File: config.mk
export PLATFORM = sky130hd
export DESIGN_NAME = sx16_core
export DESIGN_NICKNAME = d
export VERILOG_FILES = /design/src/rtl/sx16_pkg.sv /design/src/rtl/sx16_regfile.sv /design/src/rtl/sx16_alu.sv /design/src/rtl/sx16_agu.sv /design/src/rtl/sx16_core.sv
export SDC_FILE = /design/constraint.sdc
export NUM_CORES = 1
export LEC_CHECK = 0
export BUFFER_PORTS_ARGS = -buffer_cell sky130_fd_sc_hd__buf_4
export CAP_MARGIN = 20
export CORE_ASPECT_RATIO = 0.75
export CORE_MARGIN = 2
export CORE_UTILIZATION = 45
export CTS_CLUSTER_DIAMETER = 150
export DETAILED_ROUTE_END_ITERATION = 8
export GPL_TIMING_DRIVEN = 0
export PLACE_DENSITY_LB_ADDON = 0.1
export SYNTH_ARGS = -nofsm -noshare
export SYNTH_HDL_FRONTEND = slang
export SYNTH_SLANG_ARGS = --single-unit
export TNS_END_PERCENT = 30
File: constraint.sdc
create_clock -name clk -period 9 [get_ports clk]
set_input_delay 0.9 -clock clk [delete_from_list [all_inputs] [get_ports clk]]
set_output_delay 0.9 -clock clk [all_outputs]
set_load 0.01 [all_outputs]
File: src/rtl/sx16_pkg.sv
package sx16_pkg;
  typedef enum logic [2:0] {
    OP_MOV = 3'd0, OP_ADD = 3'd1, OP_SUB = 3'd2,
    OP_INC = 3'd3, OP_DEC = 3'd4, OP_JMP = 3'd5
  } op_e;

  typedef enum logic [2:0] {
    MD_REG = 3'd0, MD_LIT = 3'd1, MD_STORE = 3'd2, MD_LOAD = 3'd3,
    MD_IND = 3'd4, MD_FILE = 3'd5, MD_FILEW = 3'd6
  } mode_e;

  typedef enum logic [2:0] {
    S_IDLE, S_EX0, S_EX1, S_JW0, S_JW1
  } state_e;
endpackage

File: src/rtl/sx16_regfile.sv
module sx16_regfile #(
  parameter int DW   = 16,
  parameter int NREG = 16
) (
  input  logic                     clk,
  input  logic                     rst,
  input  logic [$clog2(NREG)-1:0]  ra_idx,
  input  logic [$clog2(NREG)-1:0]  rb_idx,
  input  logic [$clog2(NREG)-1:0]  rc_idx,
  output logic [DW-1:0]            ra_val,
  output logic [DW-1:0]            rb_val,
  output logic [DW-1:0]            rc_val,
  output logic [DW-1:0]            w0_val,
  input  logic [DW/8-1:0]          we,
  input  logic [$clog2(NREG)-1:0]  wa,
  input  logic [DW-1:0]            wd
);
  localparam int NL = DW / 8;

  logic [DW-1:0] regs [NREG];

  always_ff @(posedge clk) begin
    if (rst) begin
      for (int i = 0; i < NREG; i++) regs[i] <= '0;
    end else begin
      for (int l = 0; l < NL; l++)
        if (we[l]) regs[wa][l*8 +: 8] <= wd[l*8 +: 8];
    end
  end

  assign ra_val = regs[ra_idx];
  assign rb_val = regs[rb_idx];
  assign rc_val = regs[rc_idx];
  assign w0_val = regs[0];

  // a low-lane-only write leaves the upper byte of that register alone
  p_byte_keeps_high_r3: assert property (@(posedge clk) disable iff (rst)
    (we != '0 && !we[NL-1]) |=> regs[$past(wa)][DW-1:DW-8] == $past(regs[wa][DW-1:DW-8]));
endmodule

File: src/rtl/sx16_alu.sv
module sx16_alu #(
  parameter int DW = 16
) (
  input  sx16_pkg::op_e     op,
  input  logic [DW-1:0]     a,
  input  logic [DW-1:0]     b,
  output logic [DW-1:0]     y
);
  import sx16_pkg::*;
  localparam logic [DW-1:0] ONE = DW'(1);

  always_comb begin
    case (op)
      OP_ADD:  y = a + b;
      OP_SUB:  y = a - b;
      OP_INC:  y = a + ONE;
      OP_DEC:  y = a - ONE;
      default: y = a;
    endcase
  end
endmodule

File: src/rtl/sx16_agu.sv
module sx16_agu #(
  parameter int AW         = 16,
  parameter int LB         = 1,
  parameter int NEAR_LIMIT = 8192
) (
  input  logic [AW-1:0] rd_addr,
  input  logic [AW-1:0] wr_addr,
  input  logic          uses_rd,
  input  logic          uses_wr,
  input  logic          is_byte,
  input  logic          near_only,
  output logic          align_err,
  output logic          range_err
);
  localparam logic [AW:0] LIM = (AW+1)'(NEAR_LIMIT);

  logic rd_far, wr_far;
  assign rd_far = {1'b0, rd_addr} >= LIM;
  assign wr_far = {1'b0, wr_addr} >= LIM;

  assign align_err = !is_byte && ((uses_rd && |rd_addr[LB-1:0]) ||
                                  (uses_wr && |wr_addr[LB-1:0]));
  assign range_err = near_only && ((uses_rd && rd_far) || (uses_wr && wr_far));
endmodule

File: src/rtl/sx16_core.sv
module sx16_core #(
  parameter int DW         = 16,
  parameter int NREG       = 16,
  parameter int AW         = 16,
  parameter int PCW        = 23,
  parameter int LITW       = 5,
  parameter int NEAR_LIMIT = 8192
) (
  input  logic                          clk,
  input  logic                          rst,
  input  logic                          in_valid,
  output logic                          in_ready,
  input  logic [2:0]                    in_op,
  input  logic [2:0]                    in_mode,
  input  logic                          in_byte,
  input  logic [$clog2(NREG)-1:0]       in_ra,
  input  logic [$clog2(NREG)-1:0]       in_rb,
  input  logic [$clog2(NREG)-1:0]       in_rd,
  input  logic [DW-1:0]                 in_imm,
  input  logic [AW-1:0]                 in_addr,
  output logic                          mem_req,
  output logic                          mem_we,
  output logic [AW-$clog2(DW/8)-1:0]    mem_addr,
  output logic [DW/8-1:0]               mem_be,
  output logic [DW-1:0]                 mem_wdata,
  input  logic [DW-1:0]                 mem_rdata,
  output logic                          done,
  output logic [1:0]                    icycles,
  output logic                          err_align,
  output logic                          err_range,
  output logic [PCW-1:0]                pc
);
  import sx16_pkg::*;
  localparam int RW = $clog2(NREG);
  localparam int NL = DW / 8;
  localparam int LB = $clog2(NL);

  state_e          st;
  op_e             op_q;
  mode_e           md_q;
  logic            byte_q;
  logic [RW-1:0]   ra_q, rb_q, rd_q;
  logic [DW-1:0]   imm_q;
  logic [AW-1:0]   adr_q;
  logic [2:0]      cnt;
  logic [2:0]      clk_used;

  logic [RW-1:0]   src_idx, dst_idx;
  logic [DW-1:0]   ra_val, rb_val, rc_val, w0_val;
  logic [NL-1:0]   rf_we;
  logic [AW-1:0]   rd_addr, wr_addr;
  logic            is_jmp, rd_mem, wr_mem, wr_reg, near;
  logic            agu_align, agu_range, fault;
  logic [7:0]      mem_byte;
  logic [DW-1:0]   mem_val, opa, opb, y;
  op_e             alu_op;

  // decode of the latched operation
  assign is_jmp  = (op_q == OP_JMP);
  assign rd_mem  = !is_jmp && (md_q inside {MD_LOAD, MD_IND, MD_FILE, MD_FILEW});
  assign wr_mem  = !is_jmp && (md_q inside {MD_STORE, MD_IND, MD_FILE});
  assign wr_reg  = !is_jmp && (md_q inside {MD_REG, MD_LIT, MD_LOAD, MD_FILEW});
  assign near    = !is_jmp && ((md_q inside {MD_FILE, MD_FILEW}) ||
                               (byte_q && (md_q inside {MD_STORE, MD_LOAD})));
  assign src_idx = (md_q == MD_STORE && byte_q) ? '0 : ra_q;
  assign dst_idx = (md_q == MD_FILEW || (md_q == MD_LOAD && byte_q)) ? '0 : rd_q;
  assign rd_addr = (md_q == MD_IND) ? AW'(ra_val) : adr_q;
  assign wr_addr = (md_q == MD_IND) ? AW'(rc_val) : adr_q;
  assign alu_op  = (md_q inside {MD_STORE, MD_LOAD, MD_IND}) ? OP_MOV : op_q;

  sx16_regfile #(.DW(DW), .NREG(NREG)) u_rf (
    .clk(clk), .rst(rst),
    .ra_idx(src_idx), .rb_idx(rb_q), .rc_idx(rd_q),
    .ra_val(ra_val), .rb_val(rb_val), .rc_val(rc_val), .w0_val(w0_val),
    .we(rf_we), .wa(dst_idx), .wd(y)
  );

  sx16_agu #(.AW(AW), .LB(LB), .NEAR_LIMIT(NEAR_LIMIT)) u_agu (
    .rd_addr(rd_addr), .wr_addr(wr_addr), .uses_rd(rd_mem), .uses_wr(wr_mem),
    .is_byte(byte_q), .near_only(near),
    .align_err(agu_align), .range_err(agu_range)
  );
  assign fault = agu_align || agu_range;

  // little-endian lane pick from the returned word
  assign mem_byte = mem_rdata[rd_addr[LB-1:0]*8 +: 8];
  assign mem_val  = byte_q ? {{(DW-8){1'b0}}, mem_byte} : mem_rdata;

  always_comb begin
    opa = ra_val;
    opb = rb_val;
    case (md_q)
      MD_LIT: begin
        opa = (op_q == OP_MOV) ? imm_q : ra_val;
        opb = {{(DW-LITW){1'b0}}, imm_q[LITW-1:0]};
      end
      MD_LOAD, MD_IND: opa = mem_val;
      MD_FILE, MD_FILEW: begin
        opa = mem_val;
        opb = w0_val;
      end
      default: ;
    endcase
  end

  sx16_alu #(.DW(DW)) u_alu (.op(alu_op), .a(opa), .b(opb), .y(y));

  // memory port: read in the first phase, write in the second
  assign mem_we    = (st == S_EX1) && wr_mem && !fault;
  assign mem_req   = ((st == S_EX0) && rd_mem) || mem_we;
  assign mem_addr  = (st == S_EX1) ? wr_addr[AW-1:LB] : rd_addr[AW-1:LB];
  assign mem_be    = (byte_q && st == S_EX1) ? (NL'(1) << wr_addr[LB-1:0]) : '1;
  assign mem_wdata = byte_q ? {NL{y[7:0]}} : y;
  assign rf_we     = (st == S_EX1 && wr_reg && !fault) ? (byte_q ? NL'(1) : '1) : '0;
  assign in_ready  = (st == S_IDLE);
  assign clk_used  = cnt + 3'd1;

  always_ff @(posedge clk) begin
    if (rst) begin
      st        <= S_IDLE;
      done      <= 1'b0;
      icycles   <= '0;
      err_align <= 1'b0;
      err_range <= 1'b0;
      pc        <= '0;
      cnt       <= '0;
      op_q      <= OP_MOV;
      md_q      <= MD_REG;
      byte_q    <= 1'b0;
      ra_q      <= '0;
      rb_q      <= '0;
      rd_q      <= '0;
      imm_q     <= '0;
      adr_q     <= '0;
    end else begin
      done <= 1'b0;
      case (st)
        S_IDLE: if (in_valid) begin
          op_q   <= op_e'(in_op);
          md_q   <= mode_e'(in_mode);
          byte_q <= in_byte;
          ra_q   <= in_ra;
          rb_q   <= in_rb;
          rd_q   <= in_rd;
          imm_q  <= in_imm;
          adr_q  <= in_addr;
          cnt    <= '0;
          st     <= S_EX0;
        end
        S_EX0: begin
          cnt <= clk_used;
          st  <= S_EX1;
        end
        S_EX1: begin
          cnt       <= clk_used;
          err_align <= agu_align;
          err_range <= agu_range;
          if (is_jmp) st <= S_JW0;
          else begin
            st      <= S_IDLE;
            done    <= 1'b1;
            icycles <= 2'(clk_used >> 1);
            pc      <= pc + PCW'(2);
          end
        end
        S_JW0: begin
          cnt <= clk_used;
          st  <= S_JW1;
        end
        S_JW1: begin
          st      <= S_IDLE;
          done    <= 1'b1;
          icycles <= 2'(clk_used >> 1);
          pc      <= PCW'(imm_q);
        end
        default: st <= S_IDLE;
      endcase
    end
  end

  // completion strobe lasts one clock
  p_done_pulse_r2: assert property (@(posedge clk) disable iff (rst) done |=> !done);
  // an accepted operation closes the handshake on the next clock
  p_accept_busy_r2: assert property (@(posedge clk) disable iff (rst)
    (in_valid && in_ready) |=> !in_ready);
  // reported cost follows the kind of operation
  p_icyc_r12: assert property (@(posedge clk) disable iff (rst)
    done |-> icycles == ((op_q == OP_JMP) ? 2'd2 : 2'd1));
  // sequential advance and jump target
  p_pc_step_r13: assert property (@(posedge clk) disable iff (rst)
    (done && op_q != OP_JMP) |-> pc == $past(pc) + PCW'(2));
  p_pc_jump_r13: assert property (@(posedge clk) disable iff (rst)
    (done && op_q == OP_JMP) |-> pc == PCW'(imm_q));
  // a faulting operation never writes memory or registers
  p_no_store_on_fault_r10: assert property (@(posedge clk) disable iff (rst)
    (mem_req && mem_we) |-> !(agu_align || agu_range));
  p_no_regwrite_on_fault_r11: assert property (@(posedge clk) disable iff (rst)
    (rf_we != '0) |-> !(agu_align || agu_range));
  // byte stores drive a single lane
  p_one_lane_r7: assert property (@(posedge clk) disable iff (rst)
    (mem_req && mem_we && byte_q) |-> $countones(mem_be) == 1);
endmodule

==> flow_summary.ini <==
[status]
status = complete, but fails checks
failed_checks = negative setup slack

[floorplanning]
core_um2 = 48400
start_util_pct = 45.3
die-width_um = 259
fp-row-count = 70
die_h_um = 195
num_io_pins = 134
dieArea_um2 = 50500

[layout]
final_nets = 2397
drive_gt1_share_pct = 21.5
n_antenna_cell = 0
syn_to_final_growth_pct = 16.5
final_cell_area_um2 = 25500
nFillCells = 4393

[cts]
cts_tree = yes
cts-hold-fix-buffers = 0
cts_root_buffer = clkbuf_16
clock_sinks = 349
htree_levels = 2
cts-buffers-inserted = 38
cts.clk_slew.worst_paths_ns = 0.06
cts.path.max_buffers = 3
insertion_delay_ns = 0.60

[timing]
setup_ws_ns = -0.0811
slew_violations = 0
finalCriticalPeriod_ns = 9.08
hold_ws_ns = 0.461
hold_viol_final = 0
setup_viol = 1
timing.slew.headroom_pct = 10.7
rsz0062_at_grt = true
skew_ns = 0.0361
fin_crit_sh_pct = 101
worst_slew_pin_slew_ns = 1.34
max_freq_mhz = 110

[placed_design]
place_hpwl_um = 79300
routabilityCongestion = 1.03
pre_cts_ws_ns = -0.296
dpl-instance-area_um2 = 24000
portBuffers = 133

[global_routing]
grt-ovfl-total = 0
grtUsageMet3_pct = 19.9
antenna_found_initial = 1
grtUsageTotal_pct = 40.0
use_met2_pct = 53.5
met1_usage_pct = 55.4
grt_pass1_vias = 18500
grt_max_degree = 15
top_usage_layer = met1
grt_first_pass_wirelength_um = 141000

[synthesis]
netlist_area_um2 = 21900
synth-edff-count = 256
syn_avg_cell_area_um2 = 10.4
yosysWarningCount = 0
synthFlopType = edfxtp_1
synth_cells = 2100
synth.distinct_cells = 79
seq_area_frac_synth_pct = 43.6
synthesis.nets = 2189
synth_seq_cells = 349
synthArstFlopShare_pct = 0

[pwr]
leakagePower_nw = 9.21
power_density_nw_per_um2 = 202
peakVddDrop_mv = 0.142

[detailed_routing]
wl_per_cell_um = 34.4
drt_wl_total_um = 103000
drtAntennaViolNets = 0
via_per_inst = 6.84
drc = 0
vias = 20400
drt_pass1_iterations = 7
drt-initial-drc-count = 3022

[setup_path]
cp-end-kind = primary output
arrival_ns = 8.18
cp_max_fo = 10
crit_type = flip-flop to primary output
required_ns = 8.10
critPathLaunchType = flip-flop

[hold_path]
hp-class = flip-flop to flip-flop

[flow_run]
max-cap-violations = 0
[final cells by class]
| class | instances | area, µm² | share of cell area [%] |
|---|---|---|---|
| Clock inverter | 25 | 360 | 1.41 |
| Tap cell | 648 | 811 | 3.17 |
| Buffer | 189 | 867 | 3.40 |
| Timing Repair Buffer | 169 | 1350 | 5.28 |
| Sequential cell | 349 | 9550 | 37.4 |
| Multi-Input combinational cell | 1540 | 11500 | 45.1 |
| Clock buffer | 44 | 995 | 3.89 |
| Inverter | 21 | 78.8 | 0.309 |
[state kept, by name, indices dropped and copies added (netlist names), 2 cells and up, named ones only]
signal,cells
adr_q,16
cnt,3
icycles,2
imm_q,16
md_q,3
op_q,3
pc,23
ra_q,4
rb_q,4
rd_q,4
st,3
u_rf.regs,256
[layout by cell type (no fill, tap or decap), types with 12 or more instances in the layout]
master	synthesis	routed
a211oi_1	56	56
a21oi_1	132	131
a31oi_1	27	27
and3_1	47	47
buf_2	26	24
buf_4	13	167
buf_6	6	15
clkbuf_1	134	126
clkbuf_16	0	39
clkbuf_2	1	15
dfxtp_1	93	93
edfxtp_1	256	256
ha_1	18	18
inv_1	20	20
mux2_2	16	16
mux2i_1	85	83
mux4_2	157	157
nand2_1	227	226
nand2b_1	26	26
nand3_1	37	37
nand4_1	12	12
nor2_1	335	333
nor2b_1	14	14
nor3_1	37	37
o21ai_0	94	94
o21bai_1	18	18
xnor2_1	22	22
xor2_1	13	13
[cell families (layout without fill, tap and decap cells)]
family / count (synthesis) / count (layout) / synth area share, %
buffers and inverters: 211 / 448 / 4.20
xor gates and xnor gates: 35 / 35 / 1.40
and+or+nand+nor: 784 / 784 / 15.9
AOI/OAI and AO/OA: 444 / 444 / 13.0
adders and majority gates: 19 / 19 / 1.12
DFF: 349 / 349 / 43.6
muxes: 258 / 258 / 20.8
[power by group]
group	switching, mW	internal (mW)
logic	1.03	0.529
clock network	0.726	1.03
registers	0.0705	1.78
total	1.83	3.35
[what timing repair did]
item / in CTS / in global routing
pin swaps: 0 / 1
endpoints found under the setup margin: 2 / 2
buffers inserted: 0 / 4
gates resized for setup: 17 / 18
[cells in the mapped netlist, drive strengths merged, types with 47 or more instances]
master / number / area [µm²]
a211oi: 60 / 478
a21oi: 142 / 748
and3: 47 / 294
buf: 55 / 333
clkbuf: 135 / 508
dfxtp: 93 / 1860
edfxtp: 256 / 7690
mux2i: 85 / 851
mux4: 157 / 3540
nand2: 227 / 852
nor2: 335 / 1260
o21ai: 97 / 485
[worst paths after layout]
kind | startpoint | to | slack, ns | cells after the start
hold reg to reg | icycles[0]$_SDFFE_PP0P_ | icycles[0]$_SDFFE_PP0P_ | 0.46 | 2
setup reg to reg | md_q[2]$_SDFFE_PP0P_ | u_rf.regs[4][15]$_SDFFCE_PN0P_ | 1.35 | 21
setup / recovery | md_q[2]$_SDFFE_PP0P_ | mem_wdata[15] | -0.08 | 22
hold / removal | icycles[0]$_SDFFE_PP0P_ | icycles[0]$_SDFFE_PP0P_ | 0.46 | 2
[worst max-delay path, stage by stage (launching register included)]
cell       delay [ns]
dfxtp_1          0.46
buf_2            0.32
nand4bb_1        0.37
clkbuf_2         0.35
clkbuf_1         0.78
clkbuf_2         0.53
o2111ai_1        0.33
a31oi_1          0.75
mux2i_1          0.31
o21ai_0          0.52
ha_1             0.39
a21o_1           0.18
a21oi_1          0.15
nor2b_1          0.06
a211o_1          0.32
a31o_2           0.30
a2111o_1         0.36
o211ai_1         0.18
or4b_1           0.17
buf_2            0.21
buf_6            0.20
o211ai_1         0.14
buf_4            0.18
[per-stage QoR]
step | util, % | std cells | total power [mW] | setup TNS (ns)
floorplan | - | 2100 | 2.71 | 0
global placement | 49.0 | 2881 | 3.30 | -0.0811
detailed placement | 49.5 | 2905 | 3.35 | -0.296
CTS | 52.4 | 2974 | 5.08 | 0
global route | 52.7 | 2985 | 5.28 | -0.0109
finish | 52.7 | 2985 | 5.17 | -0.0811
[routing by layer]
metal / wire length (µm) / vias to the layer above / share of wire, %
li1: - / 8308 / -
met1: 40100 / 10200 / 39
met2: 40700 / 1696 / 40
met3: 17500 / 245 / 17
met4: 4300 / 4 / 4.2
met5: 216 / - / 0.21
(Power assumes the default switching activity.)
